[config.mk]
export PLATFORM = sky130hd
export DESIGN_NAME = cc_nextpc_unit
export DESIGN_NICKNAME = d
export VERILOG_FILES = /design/src/rtl/nextpc_pkg.sv /design/src/rtl/nextpc_sext.sv /design/src/rtl/nextpc_ccreg.sv /design/src/rtl/nextpc_targets.sv /design/src/rtl/nextpc_cond.sv /design/src/rtl/cc_nextpc_unit.sv
export SDC_FILE = /design/constraint.sdc
export NUM_CORES = 1
export LEC_CHECK = 0
export BUFFER_PORTS_ARGS = -buffer_cell sky130_fd_sc_hd__buf_2
export CAP_MARGIN = 20
export CORE_AREA = 3 3 69 71
export DETAILED_ROUTE_END_ITERATION = 8
export DIE_AREA = 0 0 72 74
export PLACE_DENSITY = 0.89
export SYNTH_ARGS = -nofsm -noshare
export SYNTH_HDL_FRONTEND = slang
export SYNTH_SLANG_ARGS = --single-unit
[constraint.sdc]
create_clock -name clk -period 3.3 [get_ports clk]
set_input_delay 0.165 -clock clk [delete_from_list [all_inputs] [get_ports clk]]
set_output_delay 0.165 -clock clk [all_outputs]
set_load 0.05 [all_outputs]
[src/rtl/nextpc_pkg.sv]
package nextpc_pkg;
   typedef enum logic [2:0] {
      XK_SEQ    = 3'd0,
      XK_BRANCH = 3'd1,
      XK_JUMP   = 3'd2,
      XK_CALL   = 3'd3,
      XK_RET    = 3'd4,
      XK_ICALL  = 3'd5
   } xfer_kind_e;

   localparam int FLAG_N = 2;
   localparam int FLAG_Z = 1;
   localparam int FLAG_P = 0;

   function automatic int max3(input int a, input int b, input int c);
      int m;
      m = (a > b) ? a : b;
      return (m > c) ? m : c;
   endfunction
endpackage

[src/rtl/nextpc_sext.sv]
module nextpc_sext #(
   parameter int IN_W  = 9,
   parameter int OUT_W = 16
) (
   input  logic [IN_W-1:0]  val_i,
   output logic [OUT_W-1:0] val_o
);
   if (IN_W > OUT_W) begin : g_bad_width
      $error("nextpc_sext: IN_W must not exceed OUT_W");
   end

   if (IN_W == OUT_W) begin : g_pass
      assign val_o = val_i;
   end else begin : g_extend
      localparam int PAD_W = OUT_W - IN_W;
      assign val_o = {{PAD_W{val_i[IN_W-1]}}, val_i};
   end
endmodule

[src/rtl/nextpc_ccreg.sv]
module nextpc_ccreg #(
   parameter int DATA_W = 16
) (
   input  logic              clk,
   input  logic              rst_n,
   input  logic              wr_i,
   input  logic [DATA_W-1:0] result_i,
   output logic [2:0]        cc_o
);
   import nextpc_pkg::*;

   logic [2:0] cc_q;
   logic [2:0] cc_d;
   logic       is_neg;
   logic       is_zero;

   assign is_neg  = result_i[DATA_W-1];
   assign is_zero = (result_i == '0);

   always_comb begin
      cc_d = '0;
      if (is_neg)       cc_d[FLAG_N] = 1'b1;
      else if (is_zero) cc_d[FLAG_Z] = 1'b1;
      else              cc_d[FLAG_P] = 1'b1;
   end

   always_ff @(posedge clk or negedge rst_n) begin
      if (!rst_n)    cc_q <= 3'b010;
      else if (wr_i) cc_q <= cc_d;
   end

   assign cc_o = cc_q;

   // exactly one flag is held
   a_r8_cc_onehot: assert property (@(posedge clk) disable iff (!rst_n)
      $countones(cc_o) == 1);

   // a write stores the sign class of the presented result
   a_r9_cc_write: assert property (@(posedge clk) disable iff (!rst_n)
      wr_i |=> (cc_o[FLAG_N] == $past(result_i[DATA_W-1]))
               && (cc_o[FLAG_Z] == ($past(result_i) == '0)));

   // without a write the flags stay put
   a_r10_cc_hold: assert property (@(posedge clk) disable iff (!rst_n)
      !wr_i |=> $stable(cc_o));
endmodule

[src/rtl/nextpc_targets.sv]
module nextpc_targets #(
   parameter int ADDR_W      = 16,
   parameter int BR_OFS_W    = 9,
   parameter int JMP_OFS_W   = 11,
   parameter int CALL_FLD_W  = 11,
   parameter int ALIGN_LOG2  = 4,
   parameter int IMM_W       = 11
) (
   input  logic [ADDR_W-1:0] pc_i,
   input  logic [IMM_W-1:0]  imm_i,
   output logic [ADDR_W-1:0] seq_o,
   output logic [ADDR_W-1:0] br_o,
   output logic [ADDR_W-1:0] jmp_o,
   output logic [ADDR_W-1:0] call_o
);
   localparam int KEEP_W = ADDR_W - CALL_FLD_W - ALIGN_LOG2;

   logic [ADDR_W-1:0] br_ofs;
   logic [ADDR_W-1:0] jmp_ofs;

   nextpc_sext #(.IN_W(BR_OFS_W), .OUT_W(ADDR_W)) u_br_sext (
      .val_i(imm_i[BR_OFS_W-1:0]),
      .val_o(br_ofs)
   );

   nextpc_sext #(.IN_W(JMP_OFS_W), .OUT_W(ADDR_W)) u_jmp_sext (
      .val_i(imm_i[JMP_OFS_W-1:0]),
      .val_o(jmp_ofs)
   );

   assign seq_o = pc_i + ADDR_W'(1);
   assign br_o  = seq_o + br_ofs;
   assign jmp_o = seq_o + jmp_ofs;

   if (KEEP_W > 0 && ALIGN_LOG2 > 0) begin : g_call_keep_align
      assign call_o = {pc_i[ADDR_W-1 -: KEEP_W], imm_i[CALL_FLD_W-1:0],
                       {ALIGN_LOG2{1'b0}}};
   end else if (KEEP_W > 0) begin : g_call_keep
      assign call_o = {pc_i[ADDR_W-1 -: KEEP_W], imm_i[CALL_FLD_W-1:0]};
   end else if (ALIGN_LOG2 > 0) begin : g_call_align
      assign call_o = {imm_i[CALL_FLD_W-1:0], {ALIGN_LOG2{1'b0}}};
   end else begin : g_call_plain
      assign call_o = imm_i[CALL_FLD_W-1:0];
   end
endmodule

[src/rtl/nextpc_cond.sv]
module nextpc_cond (
   input  logic [2:0] mask_i,
   input  logic [2:0] cc_i,
   output logic       hit_o
);
   assign hit_o = |(mask_i & cc_i);
endmodule

[src/rtl/cc_nextpc_unit.sv]
module cc_nextpc_unit #(
   parameter int ADDR_W     = 16,
   parameter int BR_OFS_W   = 9,
   parameter int JMP_OFS_W  = 11,
   parameter int CALL_FLD_W = 11,
   parameter int ALIGN_LOG2 = 4,
   parameter int IMM_W      = nextpc_pkg::max3(BR_OFS_W, JMP_OFS_W, CALL_FLD_W)
) (
   input  logic              clk,
   input  logic              rst_n,
   input  logic [ADDR_W-1:0] pc_i,
   input  logic [2:0]        xfer_kind_i,
   input  logic [IMM_W-1:0]  imm_i,
   input  logic [2:0]        nzp_mask_i,
   input  logic [ADDR_W-1:0] reg_tgt_i,
   input  logic              cc_wr_i,
   input  logic [ADDR_W-1:0] cc_result_i,
   output logic [ADDR_W-1:0] next_pc_o,
   output logic              taken_o,
   output logic              link_wr_o,
   output logic [ADDR_W-1:0] link_addr_o,
   output logic [2:0]        cc_o
);
   import nextpc_pkg::*;

   if (CALL_FLD_W + ALIGN_LOG2 > ADDR_W) begin : g_bad_call
      $error("cc_nextpc_unit: call field plus alignment exceeds ADDR_W");
   end
   if (BR_OFS_W < 2 || JMP_OFS_W < 2) begin : g_bad_ofs
      $error("cc_nextpc_unit: offsets need at least two bits");
   end

   logic [ADDR_W-1:0] seq_pc, br_pc, jmp_pc, call_pc;
   logic              cond_hit;
   xfer_kind_e        kind;

   assign kind = xfer_kind_e'(xfer_kind_i);

   nextpc_ccreg #(.DATA_W(ADDR_W)) u_ccreg (
      .clk      (clk),
      .rst_n    (rst_n),
      .wr_i     (cc_wr_i),
      .result_i (cc_result_i),
      .cc_o     (cc_o)
   );

   nextpc_targets #(
      .ADDR_W     (ADDR_W),
      .BR_OFS_W   (BR_OFS_W),
      .JMP_OFS_W  (JMP_OFS_W),
      .CALL_FLD_W (CALL_FLD_W),
      .ALIGN_LOG2 (ALIGN_LOG2),
      .IMM_W      (IMM_W)
   ) u_targets (
      .pc_i   (pc_i),
      .imm_i  (imm_i),
      .seq_o  (seq_pc),
      .br_o   (br_pc),
      .jmp_o  (jmp_pc),
      .call_o (call_pc)
   );

   nextpc_cond u_cond (
      .mask_i (nzp_mask_i),
      .cc_i   (cc_o),
      .hit_o  (cond_hit)
   );

   always_comb begin
      next_pc_o = seq_pc;
      taken_o   = 1'b0;
      link_wr_o = 1'b0;
      unique case (kind)
         XK_BRANCH: begin
            if (cond_hit) begin
               next_pc_o = br_pc;
               taken_o   = 1'b1;
            end
         end
         XK_JUMP: begin
            next_pc_o = jmp_pc;
            taken_o   = 1'b1;
         end
         XK_CALL: begin
            next_pc_o = call_pc;
            taken_o   = 1'b1;
            link_wr_o = 1'b1;
         end
         XK_RET: begin
            next_pc_o = reg_tgt_i;
            taken_o   = 1'b1;
         end
         XK_ICALL: begin
            next_pc_o = reg_tgt_i;
            taken_o   = 1'b1;
            link_wr_o = 1'b1;
         end
         default: ;
      endcase
   end

   assign link_addr_o = seq_pc;

   // sequential flow steps by one word
   a_r1_seq_step: assert property (@(posedge clk) disable iff (!rst_n)
      (xfer_kind_i == 3'd0) |-> (next_pc_o == pc_i + ADDR_W'(1)) && !taken_o);

   // an empty mask never branches
   a_r3_mask_zero: assert property (@(posedge clk) disable iff (!rst_n)
      (xfer_kind_i == 3'd1 && nzp_mask_i == 3'b000) |-> !taken_o);

   // call target is aligned and keeps the PC's upper region
   a_r5_call_align: assert property (@(posedge clk) disable iff (!rst_n)
      (xfer_kind_i == 3'd3) |->
         (next_pc_o[ALIGN_LOG2 > 0 ? ALIGN_LOG2-1 : 0:0] == '0 || ALIGN_LOG2 == 0)
         && (next_pc_o[ADDR_W-1] == pc_i[ADDR_W-1]
             || CALL_FLD_W + ALIGN_LOG2 == ADDR_W));

   // link strobe only on call kinds, carrying the return address
   a_r7_link: assert property (@(posedge clk) disable iff (!rst_n)
      link_wr_o |-> (xfer_kind_i == 3'd3 || xfer_kind_i == 3'd5)
                    && (link_addr_o == pc_i + ADDR_W'(1)));

   // return kinds follow the register target
   a_r6_indirect: assert property (@(posedge clk) disable iff (!rst_n)
      (xfer_kind_i == 3'd4 || xfer_kind_i == 3'd5) |-> next_pc_o == reg_tgt_i);
endmodule

## Word level (Yosys, flattened, before mapping)

Index checks and enable logic that the tools add are counted.

| operators by class | value |
|---|---|
| add/subtract/negate cells | 3 |
| equal/unequal tests | 5 |
| multiplexer cells | 9 |
| bitwise gates (word level) | 1 |
| reductions and logical operators | 5 |

Operator list:

| kind | count |
|---|---|
| one-hot mux 16 bit (4 select lines) | 1 |
| adder 16 bit | 2 |
| adder 16 x 1 -> 16 bit (second input constant) | 1 |
| zero test 16 bit | 1 |
| two-way mux 16 bit | 1 |
| == test 3 x 2 -> 1 bit (second input constant) | 2 |
| == test 3 bit (second input constant) | 2 |
| two-way mux 1 bit | 5 |
| OR reduction 2 bit | 2 |
| OR reduction 4 bit | 1 |
| AND 3 bit | 1 |
| == test 3 x 1 -> 1 bit (second input constant) | 1 |
| OR reduction 3 bit | 1 |
| two-way mux 2 bit | 1 |
| one-hot mux 1 bit (2 select lines) | 1 |

| word-level totals | value |
|---|---|
| bits in registers | 3 |
| input port bits | 68 |
| logic and storage cells | 24 |

## Depth between registers and ports, before layout

| depth | value |
|---|---|
| depth after elaboration | 4 |
| depth in mapped cells | 13 |
| depth with buffers taken out | 13 |

## Modules after synthesis

A second synthesis with hierarchy kept.

| unflattened totals | value |
|---|---|
| cell total of the unflattened synthesis | 389 |
| area total of the unflattened synthesis | 2875.3 sq um |

Modules (own cells, without submodules):

| module | instances | cells each | area each (sq um) | sequential area each (sq um) |
|---|---|---|---|---|
| nextpc_targets | 1 | 255 | 1845.5 | 0.0 |
| cc_nextpc_unit | 1 | 85 | 588.1 | 0.0 |
| nextpc_sext | 2 | 16 | 120.1 | 0.0 |
| nextpc_ccreg | 1 | 15 | 187.7 | 76.3 |
| nextpc_cond | 1 | 2 | 13.8 | 0.0 |

## Worst setup path before layout

Ideal clock, no wire load.

| timing | value |
|---|---|
| kind | input -> output |
| from | input port pc_i[0] |
| to | output port next_pc_o[11] |
| arrival time | 3.923 ns |
| required time | 3.135 ns |
| setup slack | -0.788 ns |
| stages on the path | 12 |
| path buffers | 0 |
| cell sequence | ha_1 > and3_1 > and2_1 > nand2_1 > xnor2_1 > ha_1 > a21oi_1 > nand2_1 > o31ai_1 > o21ai_0 > xnor2_1 > o221ai_1 |

| between the ends | value |
|---|---|
| cells in the longest elaborated chain, start to end | 4 |
| elaborated cells between the ends (all ways) | 5 |
| those cells by class | 3 x add/sub; 2 x mux |

RTL lines:

| element | RTL line | source |
|---|---|---|
| start, declared | cc_nextpc_unit.sv:11 | `input logic [ADDR_W-1:0] pc_i,` |
| adder 16 x 1 -> 16 bit * | nextpc_targets.sv:31 | `assign seq_o = pc_i + ADDR_W'(1);` |
| via link_addr_o[8] | cc_nextpc_unit.sv:21 | `output logic [ADDR_W-1:0] link_addr_o,` |
| adder 16 bit | nextpc_targets.sv:32 | `assign br_o = seq_o + br_ofs;` |
| two-way mux 16 bit | cc_nextpc_unit.sv:75 | `if (cond_hit) begin` |
| one-hot mux 16 bit (4 select lines) * | cc_nextpc_unit.sv:73 | `unique case (kind)` |
| end, declared | cc_nextpc_unit.sv:18 | `output logic [ADDR_W-1:0] next_pc_o,` |

Mark *: on every way through the listed nets, which the timed path passes. The rest lies on a longest branch.

## Worst setup path in the final report

| timing | value |
|---|---|
| from | input port pc_i[5] |
| to | output port next_pc_o[13] |

| between the ends | value |
|---|---|
| cells in the longest elaborated chain, start to end | 4 |
| elaborated cells between the ends (all ways) | 5 |
| those cells by class | 3 x add/sub; 2 x mux |

RTL lines:

| element | RTL line |
|---|---|
| adder 16 x 1 -> 16 bit * | nextpc_targets.sv:31 |
| adder 16 bit | nextpc_targets.sv:32 |
| two-way mux 16 bit | cc_nextpc_unit.sv:75 |
| one-hot mux 16 bit (4 select lines) * | cc_nextpc_unit.sv:73 |

Every way passes the cells marked *; elsewhere a longest branch is shown, timed or not.

==> reports/summary.txt <==
Outcome - finished, final reports clean
First-pass GRT wire length - 11600 um
Hpwl dp - 6200 um
Area Overhead vs Synth - 70.4%
Final setup vio count - 0
# IOs - 105
Final period utilization - 0.994
Synth Warn # - 0
Crit-path max cell delay - 0.40 ns
Gr usage total - 0.268
Max clock buf depth - 2
Pint - 0.406 mW
CP dominant cell by count - and3_4
Crit path cell chain - buf_2 -> and3_4 -> and3_4 -> and2_4 -> nand2_2 -> xnor2_4 -> ha_4 -> a21oi_2 -> nand2_1 -> o311ai_4 -> a2111oi_2 -> or3_4 -> or2_1 -> o22a_4 -> buf_8
# DRC - 0
Cell Area, Synth - 1940 sq um
Sw Share - 0.539
Clock-pin slew of the registers on the worst-case setup and hold paths - 0.03 ns
Largest net degree at the start of global routing - 17
Rel. slew slack - 0.536
Worst Setup Slack post-DPL - -0.154 ns
Antenna violation net count after detailed routing - 0
Port Buffers - 104
#FFs+latches synth - 3
Clock Power Share - 0.117
Routed vias - 2807
Ant diodes - 0
Mean Syn Cell Area - 7.55 sq um
Die H - 74 um
Net Sw Power - 0.475 mW
Clk Latency, worst-skew pair - 0.21 ns
Root buffer cell - clkbuf_8
Fin area - 3310 sq um
Fmax - 305 MHz
Syn Nets - 352
Final worst slack - 0.0189 ns
Total Neg Setup Slack - 0 ns
Critical path type - input pin to output pin
Leakage - 1.54 nW
Power Density - 266 nW/um^2
Logic pwr share - 0.837
Most common cell after layout, fill and taps aside - buf_2
Vias in the first global route - 2637
Seq/Total Area, Yosys - 0.0393
Grt total ovfl - 0
Initial antenna violation count - 0
Worst Setup End Kind - output pin
Slew @ Worst Pin - 0.695 ns
Slowest-stage cell, CP - or3_4
Share of cells above drive strength 1 - 0.525
Reg area - 76.3 sq um
Die Wd - 72 um
Synth Flop Type - dfrtp_1
H-tree levels - 1
Vias per Instance - 6.18
Post-synth cell types - 65
Critical path arrival - 3.12 ns
Initial DRC Count - 228
Wire per inst - 17.2 um
Commonest non-fill, non-tap cells in the layout - buf_2, buf_4, ha_1
Nets - 498
Placed inst area - 3060 sq um
Maximum VDD drop - 0.193 mV
GP Congestion - 0.958
Max Cap Violations - 0
# fillers - 311
Die area - 5330 sq um
Post-synth EDFFs - 0
Worst-path maximum fanout - 4
Slew Viols, Final - 0
WL final - 7830 um
Worst endpoint required time - 3.13 ns
CP startpoint kind - input pin
Synth async-reset ratio - 1.00
Multi-input combinational cell area - 2200 sq um
Post-route minimum period - 3.28 ns
DR pass1 iterations - 6
Synthesized instance count - 257
Total core area - 4290 sq um
Placement row count - 24
Number of flip-flops in the largest register - 3
CTS tree - built
Reg power frac - 0.047
Endpoints failing hold - 0
Initial cell density of the core - 0.452
Worst min path class - input pin to flop
CTS sink count - 3
Setup Skew - 0 ns
CTS Buf Count - 3
Yosys cell counts, types with 3 or more instances:
master | n | area share
clkbuf_1 | 6 | 0.012
xor2_1 | 16 | 0.072
o211ai_1 | 3 | 0.012
and2_1 | 3 | 0.0097
nand3_1 | 10 | 0.026
o21ai_0 | 16 | 0.041
a21oi_1 | 14 | 0.036
and3_1 | 7 | 0.023
ha_1 | 26 | 0.17
nor4_1 | 5 | 0.016
a21o_1 | 3 | 0.012
nand2_1 | 19 | 0.037
inv_1 | 10 | 0.019
nor2_1 | 15 | 0.029
a22oi_1 | 4 | 0.015
a31oi_1 | 3 | 0.0097
xnor2_1 | 15 | 0.068
o221ai_1 | 4 | 0.018
nor2b_1 | 3 | 0.0097
o21ai_1 | 4 | 0.010
mux2_2 | 3 | 0.017
nand4_1 | 4 | 0.013
a222oi_1 | 12 | 0.062
nor3_1 | 4 | 0.010
power groups by stage:
stage	logic (mW)	clock network (mW)	registers, mW
floorplan	0.449	0	0.0503
global placement	0.662	0	0.0415
detailed placement	0.673	0	0.0416
CTS	0.685	0.105	0.0412
global route	0.780	0.112	0.0417
finish	0.737	0.103	0.0412
critical path, delay by kind of cell:
family	cells	cell delay, ns
simple gates	7	1.38
xor+xnor	1	0.22
fa+ha+maj	1	0.24
buf+inv	2	0.24
compound gates	4	0.87
per-stage QoR:
step           total power, mW   util  instances  hold slack (ns)
6_report                 0.881  0.770        454            0.236
5_1_grt                  0.933  0.770        454            0.240
4_1_cts                  0.831  0.732        453            0.238
3_5_place_dp             0.715  0.713        448          -0.0343
3_3_place_gp             0.703  0.713        448          -0.0426
2_1_floorplan            0.499      -        257           -0.131
layout make-up:
class | instances | area share
clock buffers | 4 | 0.0136
inverters | 10 | 0.0114
multi-input cells | 237 | 0.666
flip-flops and latches | 3 | 0.0231
well taps | 52 | 0.0197
repair buffers | 148 | 0.267
path summary, 6_finish.rpt:
check                           startpoint               to  slack, ns  depth (start not counted)
max in group asynchronous            rst_n  u_ccreg.cc_o[1]       2.82                          2
setup reg to reg           u_ccreg.cc_o[0]  u_ccreg.cc_o[0]       2.53                          1
hold / removal             cc_result_i[15]  u_ccreg.cc_o[2]       0.24                          2
setup / recovery                   pc_i[5]    next_pc_o[13]       0.02                         15
min in group asynchronous            rst_n  u_ccreg.cc_o[0]       0.28                          2
hold reg to reg            u_ccreg.cc_o[2]  u_ccreg.cc_o[2]       0.53                          1
routing by layer:
layer  global-route usage  vias to the layer above  wire (um)  share of wire
li1                     -                     1302          -              -
met5                    0                        -          0              0
met2                0.523                      154       4030           0.51
met1                0.287                     1319       2860           0.37
met3               0.0459                       32        647          0.083
met4                0.102                        0        291          0.037
logic make-up after synthesis:
| group | count (synthesis) | synth area share |
|---|---|---|
| adder cells (fa/ha/maj) | 27 | 0.178 |
| buffers and inverters | 17 | 0.0374 |
| flip-flops | 3 | 0.0393 |
| XOR/XNOR | 32 | 0.152 |
| AND/OR/NAND/NOR | 91 | 0.261 |
| multiplexers | 4 | 0.0226 |
| AO/OA/AOI/OAI | 83 | 0.310 |
what timing repair did:
item,4_1_cts,5_1_grt
setup endpoints to repair,3,4
resized for setup,8,33
buffers inserted,0,2
endpoints found under the hold margin,3,0
pin swaps,2,16
hold buffers,1,0
Note: power is estimated with default switching activity, not from simulation.
